<file path="src/rtl/prom_sig_pkg.sv">
package prom_sig_pkg;
  localparam int unsigned BYTE_W     = 8;
  localparam int unsigned SIG_LEN    = 8;
  localparam logic [7:0]  ARM_CODE   = 8'h08;
  localparam int unsigned CNT_EN_BIT = 3;

  typedef enum logic [2:0] {
    ST_IDLE,
    ST_CLR,
    ST_ARM,
    ST_SET,
    ST_SRCH,
    ST_DONE
  } state_e;

  function automatic logic [7:0] sig_byte(input int unsigned pos);
    case (pos % 4)
      0:       sig_byte = 8'hFF;
      1:       sig_byte = 8'h00;
      2:       sig_byte = 8'h55;
      default: sig_byte = 8'hAA;
    endcase
  endfunction
endpackage

</file>
<file path="src/rtl/sig_matcher.sv">
module sig_matcher
  import prom_sig_pkg::*;
#(
  parameter int unsigned LEN   = SIG_LEN,
  localparam int unsigned IDX_W = $clog2(LEN + 1)
) (
  input  logic [IDX_W-1:0]  idx_i,
  input  logic [BYTE_W-1:0] byte_i,
  output logic [IDX_W-1:0]  idx_next_o,
  output logic              complete_o
);
  logic [LEN-1:0] hit;

  for (genvar g = 0; g < LEN; g++) begin : g_cmp
    assign hit[g] = (byte_i == sig_byte(g));
  end

  logic idx_hit;
  always_comb begin
    idx_hit = 1'b0;
    for (int unsigned k = 0; k < LEN; k++)
      if (idx_i == IDX_W'(k)) idx_hit = hit[k];
  end

  // restart-on-first-byte, no prefix table
  always_comb begin
    if (idx_hit)     idx_next_o = idx_i + IDX_W'(1);
    else if (hit[0]) idx_next_o = IDX_W'(1);
    else             idx_next_o = '0;
  end

  assign complete_o = (idx_next_o == IDX_W'(LEN));
endmodule

</file>
<file path="src/rtl/win_counter.sv">
module win_counter #(
  parameter int unsigned LIMIT = 39,
  localparam int unsigned CNT_W = $clog2(LIMIT + 1)
) (
  input  logic             clk_i,
  input  logic             rst_ni,
  input  logic             clr_i,
  input  logic             inc_i,
  output logic [CNT_W-1:0] cnt_o,
  output logic             limit_o
);
  logic [CNT_W-1:0] cnt_q;

  always_ff @(posedge clk_i or negedge rst_ni) begin
    if (!rst_ni)                cnt_q <= '0;
    else if (clr_i)             cnt_q <= '0;
    else if (inc_i && !limit_o) cnt_q <= cnt_q + CNT_W'(1);
  end

  assign cnt_o   = cnt_q;
  assign limit_o = (cnt_q == CNT_W'(LIMIT));
endmodule

</file>
<file path="src/rtl/prom_sig_search.sv">
module prom_sig_search
  import prom_sig_pkg::*;
#(
  parameter int unsigned PROBE_LEN = 32,
  parameter int unsigned CTL_W     = 8
) (
  input  logic              clk_i,
  input  logic              rst_ni,
  input  logic              start_i,
  output logic              rd_req_o,
  input  logic [BYTE_W-1:0] rd_data_i,
  input  logic              rd_valid_i,
  input  logic [CTL_W-1:0]  ctl_rdata_i,
  output logic              ctl_we_o,
  output logic [CTL_W-1:0]  ctl_wdata_o,
  output logic              done_o,
  output logic              found_o,
  output logic              not_found_o
);
  localparam int unsigned WINDOW = PROBE_LEN + SIG_LEN - 1;
  localparam int unsigned IDX_W  = $clog2(SIG_LEN + 1);
  localparam int unsigned CNT_W  = $clog2(WINDOW + 1);

  state_e           state_q, state_d;
  logic             pend_q, pend_d;
  logic [IDX_W-1:0] idx_q, idx_d;
  logic             found_q, found_d;
  logic             miss_q, miss_d;
  logic             cnt_clr, cnt_inc, cnt_limit;
  logic [CNT_W-1:0] win_cnt;
  logic [IDX_W-1:0] idx_next;
  logic             sig_done;
  logic             accept;

  sig_matcher #(.LEN(SIG_LEN)) i_match (
    .idx_i      (idx_q),
    .byte_i     (rd_data_i),
    .idx_next_o (idx_next),
    .complete_o (sig_done)
  );

  win_counter #(.LIMIT(WINDOW)) i_win (
    .clk_i   (clk_i),
    .rst_ni  (rst_ni),
    .clr_i   (cnt_clr),
    .inc_i   (cnt_inc),
    .cnt_o   (win_cnt),
    .limit_o (cnt_limit)
  );

  assign accept = pend_q && rd_valid_i;

  always_comb begin
    state_d  = state_q;
    pend_d   = pend_q;
    idx_d    = idx_q;
    found_d  = found_q;
    miss_d   = miss_q;
    cnt_clr  = 1'b0;
    cnt_inc  = 1'b0;
    rd_req_o = 1'b0;
    ctl_we_o = 1'b0;
    unique case (state_q)
      ST_IDLE, ST_DONE: begin
        if (start_i) begin
          state_d = ST_CLR;
          pend_d  = 1'b0;
          idx_d   = '0;
          found_d = 1'b0;
          miss_d  = 1'b0;
          cnt_clr = 1'b1;
        end
      end
      ST_CLR: begin
        if (!pend_q) begin
          rd_req_o = 1'b1;
          pend_d   = 1'b1;
        end else if (accept) begin
          pend_d  = 1'b0;
          state_d = ST_ARM;
        end
      end
      ST_ARM: begin
        if (!pend_q) begin
          rd_req_o = 1'b1;
          pend_d   = 1'b1;
        end else if (accept) begin
          pend_d  = 1'b0;
          idx_d   = '0;
          cnt_clr = 1'b1;
          state_d = (rd_data_i == ARM_CODE) ? ST_SET : ST_SRCH;
        end
      end
      ST_SET: begin
        ctl_we_o = 1'b1;
        state_d  = ST_SRCH;
      end
      ST_SRCH: begin
        if (!pend_q) begin
          if (cnt_limit) begin
            miss_d  = 1'b1;
            state_d = ST_DONE;
          end else begin
            rd_req_o = 1'b1;
            cnt_inc  = 1'b1;
            pend_d   = 1'b1;
          end
        end else if (accept) begin
          pend_d = 1'b0;
          idx_d  = idx_next;
          if (sig_done) begin
            found_d = 1'b1;
            state_d = ST_DONE;
          end
        end
      end
      default: state_d = ST_IDLE;
    endcase
  end

  always_ff @(posedge clk_i or negedge rst_ni) begin
    if (!rst_ni) begin
      state_q <= ST_IDLE;
      pend_q  <= 1'b0;
      idx_q   <= '0;
      found_q <= 1'b0;
      miss_q  <= 1'b0;
    end else begin
      state_q <= state_d;
      pend_q  <= pend_d;
      idx_q   <= idx_d;
      found_q <= found_d;
      miss_q  <= miss_d;
    end
  end

  // counter-enable bit set on top of the live register value
  always_comb begin
    ctl_wdata_o             = ctl_rdata_i;
    ctl_wdata_o[CNT_EN_BIT] = 1'b1;
  end

  assign done_o      = (state_q == ST_DONE);
  assign found_o     = found_q;
  assign not_found_o = miss_q;
endmodule

</file>
<file path="config.mk">
export PLATFORM = sky130hd
export DESIGN_NAME = prom_sig_search
export DESIGN_NICKNAME = d
export VERILOG_FILES = /design/src/rtl/prom_sig_pkg.sv /design/src/rtl/sig_matcher.sv /design/src/rtl/win_counter.sv /design/src/rtl/prom_sig_search.sv
export SDC_FILE = /design/constraint.sdc
export NUM_CORES = 1
export LEC_CHECK = 0
export BUFFER_PORTS_ARGS = -buffer_cell sky130_fd_sc_hd__buf_2
export CELL_PAD_IN_SITES_DETAIL_PLACEMENT = 1
export CELL_PAD_IN_SITES_GLOBAL_PLACEMENT = 1
export CORE_MARGIN = 4
export CORE_UTILIZATION = 41
export DETAILED_ROUTE_END_ITERATION = 16
export HOLD_SLACK_MARGIN = 0.12
export PLACE_DENSITY_LB_ADDON = 0.3
export RECOVER_POWER = 100
export SYNTH_ARGS = -nofsm -noshare
export SYNTH_HDL_FRONTEND = slang
export SYNTH_SLANG_ARGS = --single-unit
</file>
<file path="constraint.sdc">
create_clock -name clk_i -period 4 [get_ports clk_i]
set_input_delay 0.6 -clock clk_i [delete_from_list [all_inputs] [get_ports clk_i]]
set_output_delay 0.6 -clock clk_i [all_outputs]
set_load 0.02 [all_outputs]
</file>
# Word-level counts from Yosys, hierarchy flattened
# Index checks and enable logic that the tools add are counted.
classes:
  n_addsub: 2
  n_eq_ne: 31
  muxes: 51
  n_reduce_logical: 17
op_table:
  columns: ["op", "n"]
  rows:
  - ["2-to-1 mux 3 bit", 10]
  - ["2-to-1 mux 1 bit", 26]
  - ["2-to-1 mux 4 bit", 6]
  - ["== test 4 x 3 -> 1 bit (second input constant)", 4]
  - ["== test 8 bit (second input constant)", 2]
  - ["!= test 2 bit (second input constant)", 8]
  - ["case mux 3 bit (5 select lines)", 1]
  - ["2-to-1 mux 6 bit", 2]
  - ["case mux 4 bit (3 select lines)", 1]
  - ["== test 4 x 2 -> 1 bit (second input constant)", 2]
  - ["== test 8 x 4 -> 1 bit (second input constant)", 1]
  - ["== test 8 x 7 -> 1 bit (second input constant)", 1]
  - ["logical NOT 8 bit", 1]
  - ["case mux 1 bit (2 select lines)", 4]
  - ["AND reduction 8 bit", 1]
  - ["adder 6 x 1 -> 6 bit (second input constant)", 1]
  - ["== test 3 x 2 -> 1 bit (second input constant)", 2]
  - ["== test 3 bit (second input constant)", 2]
  - ["== test 6 bit (second input constant)", 1]
  - ["!= test 3 x 2 -> 1 bit (second input constant)", 2]
  - ["AND reduction 6 bit", 1]
  - ["nonzero test 3 bit", 2]
  - ["AND reduction 5 bit", 1]
  - ["adder 4 x 1 -> 4 bit (second input constant)", 1]
  - ["14 further kinds", 18]
totals:
  reg_bits: 16
  in_bits: 20
  output_inout_bits: 13
  word_cells: 107

# Depth between registers and ports, before layout
# Gate-level depths: netlist (run 1).
logic_depth:
  ltp_word: 15
  depth_mapped: 7
  depth_no_buf: 7

# Cells and area by module
# Synthesis (run 1) repeated with hierarchy kept, for this count alone.
hier_totals:
  hier_cells: 170
  area_unflattened_um2: 1447.6
by_module_without_submodules:
  columns: ["mod", "n_inst", "cells_per_inst", "area_each_um2", "seq_area_each_um2"]
  rows:
  - ["prom_sig_search", 1, 91, 767.0, 250.2]
  - ["win_counter", 1, 40, 401.6, 150.1]
  - ["sig_matcher", 1, 39, 279.0, 0.0]

# Least setup slack after synthesis (run 1)
# Ideal clock, no wire load.
synth_timing:
  kind: "reg2out"
  startpoint: "reg state_q[0]"
  endpoint: "out rd_req_o"
  t_arrival_ns: 1.434
  t_required_ns: 3.400
  slack_ns: 1.966
  stages_incl_launch_ff: 5
  n_path_buf: 1
  path_cell_list: "dfrtp_1 > buf_2 > nor3b_1 > o21ai_0 > a21oi_1"
synth_between:
  elab_chain_cells: 3
  word_cells_on_any_way: 5
  cone_classes: "3 x eq/ne; 1 x mux; 1 x reduce/logical"
synth_rtl:
  columns: ["element", "line", "text"]
  rows:
  - ["start: declaration", "prom_sig_search.sv:24", "state_e state_q, state_d;"]
  - ["start signal: assignment", "prom_sig_search.sv:129", "state_q <= state_d;"]
  - ["== test 3 x 2 -> 1 bit / == test 3 x 1 -> 1 bit (equally long branches)", "prom_sig_search.sv:63", "unique case (state_q)"]
  - ["OR reduction 2 bit (no line)", null, null]
  - ["case mux 1 bit (2 select lines) (*)", "prom_sig_search.sv:63", null]
  - ["end: declaration", "prom_sig_search.sv:10", "output logic rd_req_o,"]
# Mark *: on every way between the ends. The rest lies on a longest branch, timed or not.

# Final worst setup path (run 1)
# Ends and elaborated chain as after synthesis.

==> reports/results.txt, run 1 <==
The run finished with clean final reports. Signal routing reaches up to met4. The logs give 1290 um2 for the synthesized cell area and 16.5% for the total global routing track utilization. The sequential fraction of design power came out at 41.4%. Measured on the finished design, the core utilization comes to 44.3%. Synthesis produced a netlist with a net count of 186. In this run the mean area of a mapped cell was 8.02 um2. The most common cell after layout, fill and taps aside was sky130_fd_sc_hd__nor2_1.

The run gives 16 as the clock sink count. Clock skew on the completed layout was measured at 2.33 ps. The floorplan step defined a core boundary enclosing 3030 um2. Summed over all nets, wire length on met3 after detailed routing comes to 85 um. Number of warnings reported in the yosys synthesis log: 0. In this run, post-CTS hold repair placed 0 buffers. Setup violations remaining at the end of the flow were counted as 0. The fraction of registers with async set or reset after synthesis is 100%, and the number of DRC violations after detailed-routing iteration 0 is 73.

The via count of the first global-routing pass was 1165; the worst path required time was 3400 ps. The final period utilization was 67.2%. In this run the power density over the cells is 485 nW/um2.

TritonCTS built the clock tree. Via-per-instance ratio: 5.65. For the pin with the worst max-slew slack, the measured transition is 940 ps. The finished layout holds 209 standard cells, fillers aside.

Clock tree synthesis inserted a total of 3 buffers. The tools report the total wire length after detailed routing as 3.16 mm. The number of setup buffers added after CTS was 0. The floorplan has 20 rows. For this design the top-level I/O count stands at 33. Setup repair after global routing left no endpoint under its margin. The tools report the cell internal power dissipation as 0.342 mW. The run gives 372 MHz as the maximum achievable frequency. The run gives 0 as the number of max-slew violations in the final report. 0 antenna diodes ended up in the layout. The category of the most critical setup path is reg -> out.

The average wire length per cell after detail routing was 15.1 um; the initial antenna violation count was 0. The number of standard cells after synthesis came out at 161. After detailed placement, the design holds a cell count of 206. The tools report the clock latency reported for the late side of the worst-skew pair as 280 ps. The capturing element type of the critical path is an output port.

The number of flip-flops and latches in the synthesized netlist is 16. The detailed-route DRC error count is 0. The initial standard-cell utilization of the core was 42.6%.

The routed design uses 1.59 mm of met2 wire. During placement, the flow inserted port buffers numbering 16. The run gives 37.4% as the headroom to the max-slew limit. The worst min-delay path category is in -> async.

The layout net count is 192, and the number of vias after detailed routing is 1181. Peak ir drop on the vdd network: 152 uV. The run gives 1.47 mm as the sum of routed wire segments on met1.

The worst register-to-register path begins at idx_q[0]$_DFFE_PN0P_. Number of levels the H-tree was split into: 1. For this design the static power due to leakage is 0.593 nW. Final critical-path required period: 2690 ps.

The count of flip-flops with a built-in enable after synthesis came out at 0. The tools report the final hold violation count as 0. The remaining antenna violation count after routing was 0. Tracing the worst setup path back leads to its startpoint at state_q[0]$_DFFE_PN0P_. Of the total power, the clock network draws 13.0%.

Data arrives at the worst endpoint at 2090 ps. The die boundary width came out at 64.1 um. The number of gates resized after CTS was 0; the highest fanout seen on the critical path was 23. The run gives 0 ps as the sum of negative setup slack. The tools report the root cell of the clock tree as sky130_fd_sc_hd__clkbuf_4.

The synthesis-to-layout area growth works out to 3.97%. The leading register cell type out of synthesis is sky130_fd_sc_hd__dfrtp_1. In this run, distinct cell masters in the synthesized netlist total 45. The top cell types in the final layout, fill and taps aside, are sky130_fd_sc_hd__nor2_1, sky130_fd_sc_hd__nand2_1, sky130_fd_sc_hd__dfrtp_1, sky130_fd_sc_hd__o21ai_0, sky130_fd_sc_hd__buf_2.

The first global-routing pass estimated 5.46 mm of wire. Of the cells placed in the final design, the portion with a size suffix greater than 1 is 11.5%. In this run the power spent charging and discharging nets is 0.309 mW. Clock-pin slew was measured on the worst setup and hold paths at 90 ps. After global routing the overflow that remains totals 0. The number of buffers on the longest clock path was 2; the switching share of power was 47.5%. The congestion estimate from routability-driven global placement came to 0.766. For the die area, the log shows 4110 um2.

The startpoint type of the worst setup path was a flop. The wire-length estimate of the detail-placed layout is 2.42 mm. Measured along the y axis, the die boundary spans 64.1 um. After synthesis, flip-flops and latches occupy 31.0% of the total area.

Entering global routing, the biggest net connects 24 pins. The number of optimization iterations in the first detailed-route pass came out at 4. Of the total power, combinational logic draws 45.6%.

The tool flagged a number of max-cap violations equal to 0.
-- worst paths after layout --
path	end	slack, ps	depth (start not counted)
setup / recovery	rd_req_o	1310	4
hold / removal	idx_q[0]$_DFFE_PN0P_	430	1
setup reg to reg	idx_q[3]$_DFFE_PN0P_	1680	7
hold reg to reg	i_win.cnt_o[0]$_DFFE_PN0P_	530	1
max in group asynchronous	i_win.cnt_o[1]$_DFFE_PN0P_	3000	1
min in group clk_i	i_win.cnt_o[0]$_DFFE_PN0P_	530	1
-- cells in the mapped netlist, types with 2 or more instances --
library cell	count	area, um2
sky130_fd_sc_hd__a21oi_1	8	40.0
sky130_fd_sc_hd__a22o_1	2	17.5
sky130_fd_sc_hd__a311oi_1	2	17.5
sky130_fd_sc_hd__and3_1	6	37.5
sky130_fd_sc_hd__buf_2	4	20.0
sky130_fd_sc_hd__buf_4	8	60.1
sky130_fd_sc_hd__clkbuf_1	3	11.3
sky130_fd_sc_hd__dfrtp_1	16	400
sky130_fd_sc_hd__ha_1	5	62.6
sky130_fd_sc_hd__inv_1	7	26.3
sky130_fd_sc_hd__nand2_1	16	60.1
sky130_fd_sc_hd__nand2b_1	3	18.8
sky130_fd_sc_hd__nand3_1	4	20.0
sky130_fd_sc_hd__nand4_1	3	18.8
sky130_fd_sc_hd__nor2_1	18	67.6
sky130_fd_sc_hd__nor2b_1	2	12.5
sky130_fd_sc_hd__nor3_1	7	35.0
sky130_fd_sc_hd__nor4_1	4	25.0
sky130_fd_sc_hd__o211ai_1	2	15.0
sky130_fd_sc_hd__o21ai_0	11	55.1
sky130_fd_sc_hd__o22ai_1	2	12.5
sky130_fd_sc_hd__xor2_1	5	43.8
-- cell type report --
cell class	instances	area [um2]
Clock buffer	3	22.5
Inverter	7	26.3
Sequential cell	16	400
Tap cell	44	55.1
Multi-Input combinational cell	123	767
Fill cell	389	1690
Timing Repair Buffer	16	71.3
-- cells by family after synthesis --
group	synth area share (%)
buffers and inverters	9.11
flip-flops	31.0
AND/OR/NAND/NOR	28.6
AO/OA/AOI/OAI	22.0
XOR/XNOR	3.39
adder cells (fa/ha/maj)	4.84
other	0.290
multiplexers	0.775
-- registers in the layout, summed over array words and instances (netlist names) --
signal	cells
idx_q	4
pend_q	1
state_q	3
found_o	1
not_found_o	1
i_win.cnt_o	6
-- layer usage --
layer / global-route usage, % / vias up
met5: 0 / -
met4: 3.43 / 0
met3: 3.16 / 4
met2: 28.9 / 15
met1: 21.1 / 578
li1: - / 584
-- power groups by stage --
stage	Combinational, mW	Sequential, mW	Clock (mW)
4_1_cts	0.304	0.270	0.0913
3_5_place_dp	0.302	0.273	0
6_report	0.297	0.270	0.0848
2_1_floorplan	0.301	0.206	0
3_3_place_gp	0.291	0.268	0
5_1_grt	0.337	0.280	0.101
-- metrics by stage --
stage                     power [mW]  cell area [um2]  setup WS, ps  hold slack (ps)
after floorplan                0.507             1290          1970              304
after global placement         0.559             1340          1700              508
after detailed placement       0.576             1340          1660              505
after CTS                      0.665             1360          1320              228
after global routing           0.719             1340          1060              486
final                          0.651             1340          1310              430
-- critical path, cell delays in order (launching register included) --
cell and delay (ps):
sky130_fd_sc_hd__dfrtp_1 640, sky130_fd_sc_hd__nor3b_1 580, sky130_fd_sc_hd__o21ai_0 170, sky130_fd_sc_hd__a21oi_1 170, sky130_fd_sc_hd__clkbuf_1 250
(Power assumes the default switching activity.)
==> run 2, diff against run 1 <==
--- a/config.mk
+++ b/config.mk
@@ -5,11 +5,12 @@
 export SDC_FILE = /design/constraint.sdc
 export NUM_CORES = 1
 export LEC_CHECK = 0
+export ABC_AREA = 1
 export BUFFER_PORTS_ARGS = -buffer_cell sky130_fd_sc_hd__buf_2
 export CELL_PAD_IN_SITES_DETAIL_PLACEMENT = 1
 export CELL_PAD_IN_SITES_GLOBAL_PLACEMENT = 1
 export CORE_MARGIN = 4
-export CORE_UTILIZATION = 41
+export CORE_UTILIZATION = 37
 export DETAILED_ROUTE_END_ITERATION = 16
 export HOLD_SLACK_MARGIN = 0.12
 export PLACE_DENSITY_LB_ADDON = 0.3
==> constraint.sdc (replaced) <==
create_clock -name clk_i -period 2.8 [get_ports clk_i]
set_input_delay 0.42 -clock clk_i [delete_from_list [all_inputs] [get_ports clk_i]]
set_output_delay 0.42 -clock clk_i [all_outputs]
set_load 0.02 [all_outputs]
==> run 2 against run 1 <==
Against the previous run: global-route usage up 0.056 points; cell count up 20%; routed wire length rose by 2.9%; first-iteration DRC count decreased by 42%; hold slack gained 88 ps; design area increased by 7.4%; non-clock buffer count rose by 1; synthesized cell count grew 19%; die area up 14%; register-to-register slack got worse by 1200 ps; largest power group unchanged.
==> reports/results.txt, run 2 <==
The delay of the slowest critical-path stage was 580 ps (-60 ps); the initial antenna violation count was 0 (unchanged). Relative to the synthesized area, the layout overhead comes to 6.17%. The worst min-delay path category was reg -> reg. The number of flip-flops and latches in the synthesized netlist was 16 (unchanged). The endpoint identified for the worst register-to-register timing path is state_q[0]$_DFFE_PN0P_.

The distinct cell type count of the synthesized netlist came out at 33 (-27%). The total global routing track utilization is 16.6% (+0.056 points), and the fraction of registers with async set or reset after synthesis is 100% (unchanged). The number of antenna repair diodes came out at 0 (unchanged). The run gives 1360 um2 (+5.1%) as the synthesized cell area. The logs give 29.5% (-1.5 points) for the sequential cell area fraction in the yosys report and 2 (unchanged) for the number of buffers on the longest clock path.

Leaving out fill and tap cells, the most frequent cells in the layout are sky130_fd_sc_hd__nand2_1, sky130_fd_sc_hd__nor2_1, sky130_fd_sc_hd__inv_1, sky130_fd_sc_hd__dfrtp_1, sky130_fd_sc_hd__nand3_1. For the number of gates resized after CTS, the log shows 0 (unchanged). For the pin count of the biggest net entering global routing, the log shows 17 (-29%). For the global-route wire length before repair, the log shows 5.86 mm (+7.2%). The average wire length per cell after detail routing is 13.0 um (-14%), and the number of core rows is 21 (+5.0%). The tools report the sum of negative setup slack as 0 ps (unchanged). The tools report the startpoint type of the worst setup path as a flop.

The clock sink count was 16 (unchanged). By count the netlist is led by sky130_fd_sc_hd__nand2_1, sky130_fd_sc_hd__nor2_1, sky130_fd_sc_hd__inv_1, sky130_fd_sc_hd__dfrtp_1, sky130_fd_sc_hd__nand3_1. The highest fanout seen on the critical path is 7 (-70%), and the met2 routing resource usage after global routing is 29.4% (+0.54 points). The number of levels the H-tree was split into is 1 (unchanged). The overflow left after global routing was 0 (unchanged). The placement-stage cell area was 1440 um2 (+7.5%).

The layer flagged by global routing as most heavily used is met2. Number of violations of the max-capacitance limit: 0 (unchanged). Setup repair after global routing left no endpoint under its margin.

The worst setup path is of the reg -> reg kind. The count of flip-flops with a built-in enable after synthesis was 0 (unchanged); the count of input and output buffers was 16 (unchanged). Depth of the critical timing path with buffers and inverters included: 10 (+6). The number of DRC violations after detailed-routing iteration 0 was 42 (-42%). The signal arrival time at the worst endpoint is 2430 ps (+340 ps), and the height of the die is 68.6 um (+6.9%). The total wire length after detailed routing is 3.26 mm (+2.9%), and the final estimated routing congestion in global placement is 0.826 (+7.8%). The via-per-instance ratio was 4.89 (-13%).

The run gives 0 (unchanged) as the detailed-route DRC error count. The logs give 0 (unchanged) for the number of max-slew violations in the final report and 0 (unchanged) for the number of warnings reported in the yosys synthesis log. In the synthesized netlist the dominant register cell turns out to be sky130_fd_sc_hd__dfrtp_1. TritonCTS built the clock tree. The headroom to the max-slew limit was 41.2% (+3.8 points); the clock transition time at the flip-flop clock pins of the worst setup and hold paths was 70 ps (-20 ps). The logs give 0 (unchanged) for the final hold violation count and 468 uV (+210%) for the peak ir drop on the vdd network. STA classifies the critical path endpoint as a flop.

The number of optimization iterations in the first detailed-route pass is 4 (unchanged), and the number of CTS-inserted buffers is 3 (unchanged). The slowest stage of the critical path belongs to the cell sky130_fd_sc_hd__a211oi_1. Average cell area after synthesis: 7.11 um2 (-11%).

By instance count, the leading cell after synthesis is sky130_fd_sc_hd__nand2_1. The cell taking the most area after synthesis is sky130_fd_sc_hd__dfrtp_1. Final standard cell area without fillers: 1440 um2 (+7.4%).

The placed wire-length estimate after detailed placement came out at 2.72 mm (+12%). The buffering stage count on the worst path with inverters included was 1 (unchanged); the share of the synthesized area in the top cell type was 29.5% (-1.5 points). Startpoint of the worst register-to-register path: i_win.cnt_o[0]$_DFFE_PN0P_. The run finished with clean final reports.

The number of standard cells after synthesis came out at 191 (+19%). Most common cell type on the critical path: sky130_fd_sc_hd__nand2_1. The critical path launch point was i_win.cnt_o[0]$_DFFE_PN0P_.

Initial standard-cell utilization of the core: 39.4% (-3.2 points). The final period utilization was 81.6%. The tools report the number of nets in the synthesized netlist as 216 (+16%). Yosys attributes the largest share of cell area to sky130_fd_sc_hd__dfrtp_1, sky130_fd_sc_hd__nand2_1, sky130_fd_sc_hd__nor2_1, sky130_fd_sc_hd__inv_1, sky130_fd_sc_hd__ha_1. The global routing met1 resource utilization came out at 19.5% (-1.5 points).

For the die area, the log shows 4700 um2 (+14%). The power density over the cells works out to 724 nW/um2 (+49%). The most common cell after layout, fill and taps aside is sky130_fd_sc_hd__nand2_1. The core footprint was 3440 um2 (+14%); the maximum achievable frequency was 438 MHz.

The clock latency reported for the late side of the worst-skew pair is 250 ps (-30 ps), and the final critical-path required period is 2280 ps. The signal on the critical path passes through ha_1, nand2_1, nor2_1, nand3_2, nand3_1, clkinvlp_2, a211oi_1, nand2_2, nand2_1, nand2_1. For the count of endpoints failing setup in the final report, the log shows 0 (unchanged). The capture point of the worst path is state_q[0]$_DFFE_PN0P_. The via count of the first global-routing pass was 1324 (+14%); the flip-flop count of the largest register, all copies and words added was 6 (unchanged).

The run gives 520 ps (-1160 ps) as the setup slack of the worst register-to-register path. The largest clock skew in the final design was 3.80 ps (+1.46 ps); the fraction of final layout cells with drive strength greater than 1 was 19.1% (+7.6 points). The worst-margin pin slew was 883 ps (-57.1 ps); the count of cells along the worst register-to-register path was 10 (+3). The run gives 230 (+20%) as the layout net count.

For the met3 track demand over resource in global routing, the log shows 3.89% (+0.73 points). The cell sitting at the root of the clock tree is a sky130_fd_sc_hd__clkbuf_8. The leakage power figure is 0.694 nW (+17%). The die boundary width came out at 68.6 um (+6.9%).

On the critical path the largest part of the delay comes from simple AND/OR/NAND/NOR gates. Worst path required time: 2950 ps (-450 ps). The number of vias after detailed routing came out at 1223 (+3.6%).

The logs give 0 (unchanged) for the number of setup buffers added after CTS and 0 (unchanged) for the remaining antenna violation count after routing. The tools report the I/O pin count as 33 (unchanged).
## run 2: cell types whose count changed after synthesis, sizes merged, moves of 4 or more
cell and delta:
and3 -6, nand3 +10, inv +25, nand2b -4
nor3 -4, nand2 +30, buf -4, nor4 -4
nor2 +16
## run 2: stage by stage
stage / instances / hold WS, ps / setup WS [ps] / utilization, % / power [mW]
6_report: 250 / 518 / 516 / 41.9 / 1.04
5_1_grt: 250 / 567 / 343 / 41.9 / 1.13
4_1_cts: 250 / 518 / 612 / 43.6 / 1.10
3_5_place_dp: 245 / 361 / 893 / 41.7 / 0.879
3_3_place_gp: 245 / 352 / 964 / 41.7 / 0.844
2_1_floorplan: 191 / 124 / 927 / - / 0.759
## run 2: worst register-to-register path, delay by kind of cell (launching register included)
| family | cells | cell delay (ps) |
|---|---|---|
| buffers and inverters | 1 | 230 |
| flip-flops | 1 | 390 |
| AO/OA/AOI/OAI | 1 | 580 |
| adder cells (fa/ha/maj) | 1 | 190 |
| AND/OR/NAND/NOR | 7 | 790 |
## run 2: logic make-up after synthesis
family | after synthesis | share of synthesized area, %
and+or+nand+nor | 100 | 38.1
DFF | 16 | 29.5
buffers and inverters | 41 | 13.7
other | 1 | 0.276
AOI/OAI and AO/OA | 26 | 12.5
adders and majority gates | 5 | 4.61
xor gates and xnor gates | 2 | 1.29
## run 2: routing by layer
metal	vias up	routed length [um]
li1	618	-
met4	0	53
met3	11	137
met5	-	0
met1	577	1480
met2	17	1590
## run 2: what timing repair did
action	4_1_cts	5_1_grt
endpoints found under the setup margin	0	0
endpoints found under the hold margin	16	0
hold buffers	1	0
## run 2: how the worst min path moves through the flow
stage,startpoint,endpoint,slack [ps],depth (start not counted)
floorplan,rst_ni,found_o$_DFFE_PN0P_,120,0
global placement,rst_ni,idx_q[3]$_DFFE_PN0P_,350,1
detailed placement,rst_ni,idx_q[1]$_DFFE_PN0P_,360,1
CTS,found_o$_DFFE_PN0P_,found_o$_DFFE_PN0P_,520,2
global route,not_found_o$_DFFE_PN0P_,not_found_o$_DFFE_PN0P_,570,2
finish,found_o$_DFFE_PN0P_,found_o$_DFFE_PN0P_,520,2
## run 2: power breakdown
part / switching, mW / internal [mW]
combinational: 0.364 / 0.164
clock: 0.0860 / 0.125
sequential: 0.0383 / 0.266
total: 0.488 / 0.555
## run 2: area by class of cell
cell class | instances | area (um2)
inverter | 33 | 125
sequential | 16 | 400
fill | 459 | 2000
tap | 46 | 57.6
timing repair buffer | 17 | 82.6
clock buffer | 4 | 55.1
multi-input combinational | 134 | 721
==> run 3, diff against run 2 <==
--- a/config.mk
+++ b/config.mk
@@ -5,12 +5,12 @@
 export SDC_FILE = /design/constraint.sdc
 export NUM_CORES = 1
 export LEC_CHECK = 0
-export ABC_AREA = 1
+export ABC_AREA = 0
 export BUFFER_PORTS_ARGS = -buffer_cell sky130_fd_sc_hd__buf_2
 export CELL_PAD_IN_SITES_DETAIL_PLACEMENT = 1
 export CELL_PAD_IN_SITES_GLOBAL_PLACEMENT = 1
 export CORE_MARGIN = 4
-export CORE_UTILIZATION = 37
+export CORE_UTILIZATION = 34
 export DETAILED_ROUTE_END_ITERATION = 16
 export HOLD_SLACK_MARGIN = 0.12
 export PLACE_DENSITY_LB_ADDON = 0.3
==> constraint.sdc (replaced) <==
create_clock -name clk_i -period 1.85 [get_ports clk_i]
set_input_delay 0.2775 -clock clk_i [delete_from_list [all_inputs] [get_ports clk_i]]
set_output_delay 0.2775 -clock clk_i [all_outputs]
set_load 0.02 [all_outputs]
==> run 3 against run 2 <==
Against the previous run: the flow now finishes with violations (negative setup slack); global-route usage is 0.82 points lower; die area is 3.1% higher; clock-buffer cell count decreased by 1; routed wire length increased by 11%; fmax increased by 23%; sequential share of layout area decreased by 3.8 points; critical endpoint is now idx_q[2]$_DFFE_PN0P_; largest power group unchanged.
==> reports/results.txt, run 3 (same netlist as run 1, synthesis figures left out) <==
The clock transition time at the flip-flop clock pins of the worst setup and hold paths was 70 ps (about the same); the final non-filler cell total was 235 (-6.0%). The via-per-instance ratio is 5.62 (+15%). The height of the die was 69.6 um (+1.5%); the die boundary width was 69.6 um (+1.5%). Sum of routed wire segments on met1: 1.66 mm (+12%).

The delay of the slowest critical-path stage came out at 450 ps (-130 ps). The total wire length after detailed routing is 3.63 mm (+11%), and the clock sink count is 16 (unchanged). The tools report the routed length on met3 as 92 um (-33%). For the number of buffers on the longest clock path, the log shows 2 (unchanged). The number of core rows was 22 (+4.8%). The maximum achievable frequency is 538 MHz (+23%). The detailed-route DRC error count is 0 (unchanged). Leaving out fill and tap cells, the most frequent cell in the layout is sky130_fd_sc_hd__buf_4. The highest fanout seen on the critical path was 4 (-3). For the via count of the first global-routing pass, the log shows 1413 (+6.7%). The slowest stage of the critical path belongs to the cell sky130_fd_sc_hd__dfrtp_2.

For the initial antenna violation count, the log shows 0 (unchanged). The run gives 4 (unchanged) as the number of optimization iterations in the first detailed-route pass. For hold timing, the worst endpoint is state_q[1]$_DFFE_PN0P_.

The run gives 6.44 mm (+9.9%) as the global-route wire length before repair. The total global routing track utilization was 15.8% (-0.82 points). The cell family contributing the most delay on the critical path is flip-flops. For the peak ir drop on the vdd network, the log shows 233 uV (-50%). The startpoint identified for the worst register-to-register timing path is idx_q[0]$_DFFE_PN0P_.

The initial standard-cell utilization of the core was 35.3% (-4.2 points); the largest clock skew in the final design was 1.38 ps (-2.42 ps). The logs give 1 (unchanged) for the number of levels the H-tree was split into and 227 (-7.3%) for the placed instance count. The final setup slack of the worst path was -7.09 ps (-523 ps); the average wire length per cell after detail routing was 15.4 um (+18%).

The setup slack of the worst register-to-register path came out at -7 ps (-520 ps). Setup repair after global routing could not meet its margin everywhere. The category of the most critical setup path was reg -> reg. Clock latency reported for the late side of the worst-skew pair: 250 ps (about the same). The fraction of final layout cells with drive strength greater than 1 came out at 33.7% (+15 points).

The capture point of the worst reg-to-reg path was idx_q[2]$_DFFE_PN0P_. The tools report the final hold violation count as 0 (unchanged). The leakage power figure was 0.740 nW (+6.5%); the pin count of the biggest net entering global routing was 17 (unchanged). The number of DRC violations after detailed-routing iteration 0 is 35 (-17%). The final period utilization was 100% (+19 points); the worst-margin pin slew was 967 ps (+84.1 ps). The tools report the die area as 4850 um2 (+3.1%).

The tightest min-delay check is of the in -> reg type. The final critical-path required period is 1860 ps (-427 ps), and the core footprint is 3660 um2 (+6.4%). The flow ran to the end, but the final reports show violations.

The final reports fail on negative setup slack. In this run the top signal layer used is met4. Capturing element type of the critical path: a flop. The overflow left after global routing was 0 (unchanged). In this run the most critical hold path is launched from rd_valid_i. The run gives 489 ps (-28.9 ps) as the worst hold-check slack. I/O pin count: 33 (unchanged).

The tools report the number of CTS-inserted buffers as 3 (unchanged). TritonCTS built the clock tree. The remaining antenna violation count after routing was 0 (unchanged). STA classifies the critical path startpoint as a flop.

The logs give 35.6% (-5.6 points) for the headroom to the max-slew limit and 214 (-7.0%) for the layout net count. The signal arrival time at the worst endpoint is 2000 ps (-430 ps). For the number of vias after detailed routing, the log shows 1320 (+7.9%).

In the layout the commonest cells are sky130_fd_sc_hd__buf_4, sky130_fd_sc_hd__nor2_1, sky130_fd_sc_hd__nand2_1, sky130_fd_sc_hd__dfrtp_1, sky130_fd_sc_hd__buf_2. The worst path required time is 1990 ps (-960 ps). The cell depth of the worst hold path is 4 (+2), and the count of endpoints failing setup in the final report is 1 (+1). The number of max-slew violations in the final report was 0 (unchanged); the buffering stage count on the worst path with inverters included was 2 (+1).

Number of violations of the max-capacitance limit: 0 (unchanged). Count of cells along the worst register-to-register path: 8 (-2). The tree is rooted in a sky130_fd_sc_hd__clkbuf_8.

From synthesis to final layout, the design area changed by 30.8%. The power density over the cells was 993 nW/um2 (+37%); the flip-flop count of the largest register, all copies and words added was 6 (unchanged). The critical path goes through inv_2, ha_4, nor2_4, nor4_4, nor4b_4, buf_4, a31o_2, a22o_1. The count of input and output buffers came out at 16 (unchanged).

The logs give 2.75 mm (+1.1%) for the placed wire-length estimate after detailed placement and 1.81 mm (+14%) for the met2 layer wire length in the routed design. The number of antenna repair diodes came out at 0 (unchanged). Final estimated routing congestion in global placement: 0.806 (-2.4%).
==> run 3: cell count changes in the layout (fill, tap and decap cells not counted), sizes merged, moves of 3 or more <==
| cell | change |
|---|---|
| buf | +21 |
| xor2 | +3 |
| nor2 | -16 |
| nor3 | +4 |
| a22o | +3 |
| nand2b | +4 |
| clkinv | -3 |
| and3 | +6 |
| nor4 | +4 |
| nand2 | -30 |
| inv | -22 |
| nand3 | -10 |
==> run 3: area by class of cell <==
type                    count  area (um2)
inverters                   7        28.8
multi-input cells         123         902
repair buffers             38         251
flip-flops and latches     16         405
clock buffers               3        41.3
fillers                   457        1970
well taps                  48        60.1
==> run 3: how the worst max path moves through the flow <==
stage,end,startpoint,slack (ps),cells after the start
2_1_floorplan,idx_q[2]$_DFFE_PN0P_,idx_q[0]$_DFFE_PN0P_,120,7
3_3_place_gp,idx_q[2]$_DFFE_PN0P_,idx_q[0]$_DFFE_PN0P_,0.6,7
3_5_place_dp,idx_q[2]$_DFFE_PN0P_,idx_q[0]$_DFFE_PN0P_,-110,8
4_1_cts,idx_q[2]$_DFFE_PN0P_,idx_q[1]$_DFFE_PN0P_,-6,7
5_1_grt,state_q[0]$_DFFE_PN0P_,idx_q[0]$_DFFE_PN0P_,-110,7
6_report,idx_q[2]$_DFFE_PN0P_,idx_q[0]$_DFFE_PN0P_,-7,8
==> run 3: what timing repair did <==
item                                    in CTS  in global routing
setup buffers                                2                  2
resized for setup                           17                 16
hold buffers                                 1                  0
endpoints found under the setup margin       2                  7
hold endpoints to repair                    16                  0
pin swaps                                    6                  5
==> run 3: report_power, final <==
group	internal, mW	total (mW)	switching [mW]	leakage (nW)
Clock	0.144	0.271	0.127	0.0216
Sequential	0.411	0.509	0.0979	0.212
Combinational	0.384	0.898	0.514	0.506
Total	0.939	1.68	0.738	0.740
==> run 3: routing by layer <==
layer	vias up	global-route usage [%]
met2	18	27.4
met3	10	2.75
met4	0	5.11
li1	628	-
met5	-	0
met1	664	19.6
==> run 3: per-stage QoR <==
| step | setup TNS, ps | utilization [%] | power [mW] | cell area (um2) | setup slack [ps] |
|---|---|---|---|---|---|
| after global placement | 0 | 40.1 | 1.33 | 1470 | 0.576 |
| after floorplan | 0 | - | 1.10 | 1290 | 115 |
| after detailed placement | -107 | 40.1 | 1.36 | 1470 | -107 |
| final | -7.09 | 46.1 | 1.68 | 1690 | -7.09 |
| after global routing | -323 | 46.1 | 1.83 | 1690 | -111 |
| after CTS | -5.62 | 43.8 | 1.65 | 1610 | -5.62 |
==> run 3: worst register-to-register path, delay by kind of cell, from the launching register on <==
kind,cells,cell delay (ps)
AND/OR/NAND/NOR,3,410
adder cells (fa/ha/maj),1,200
AO/OA/AOI/OAI,2,430
flip-flops,1,450
buffers and inverters,2,260
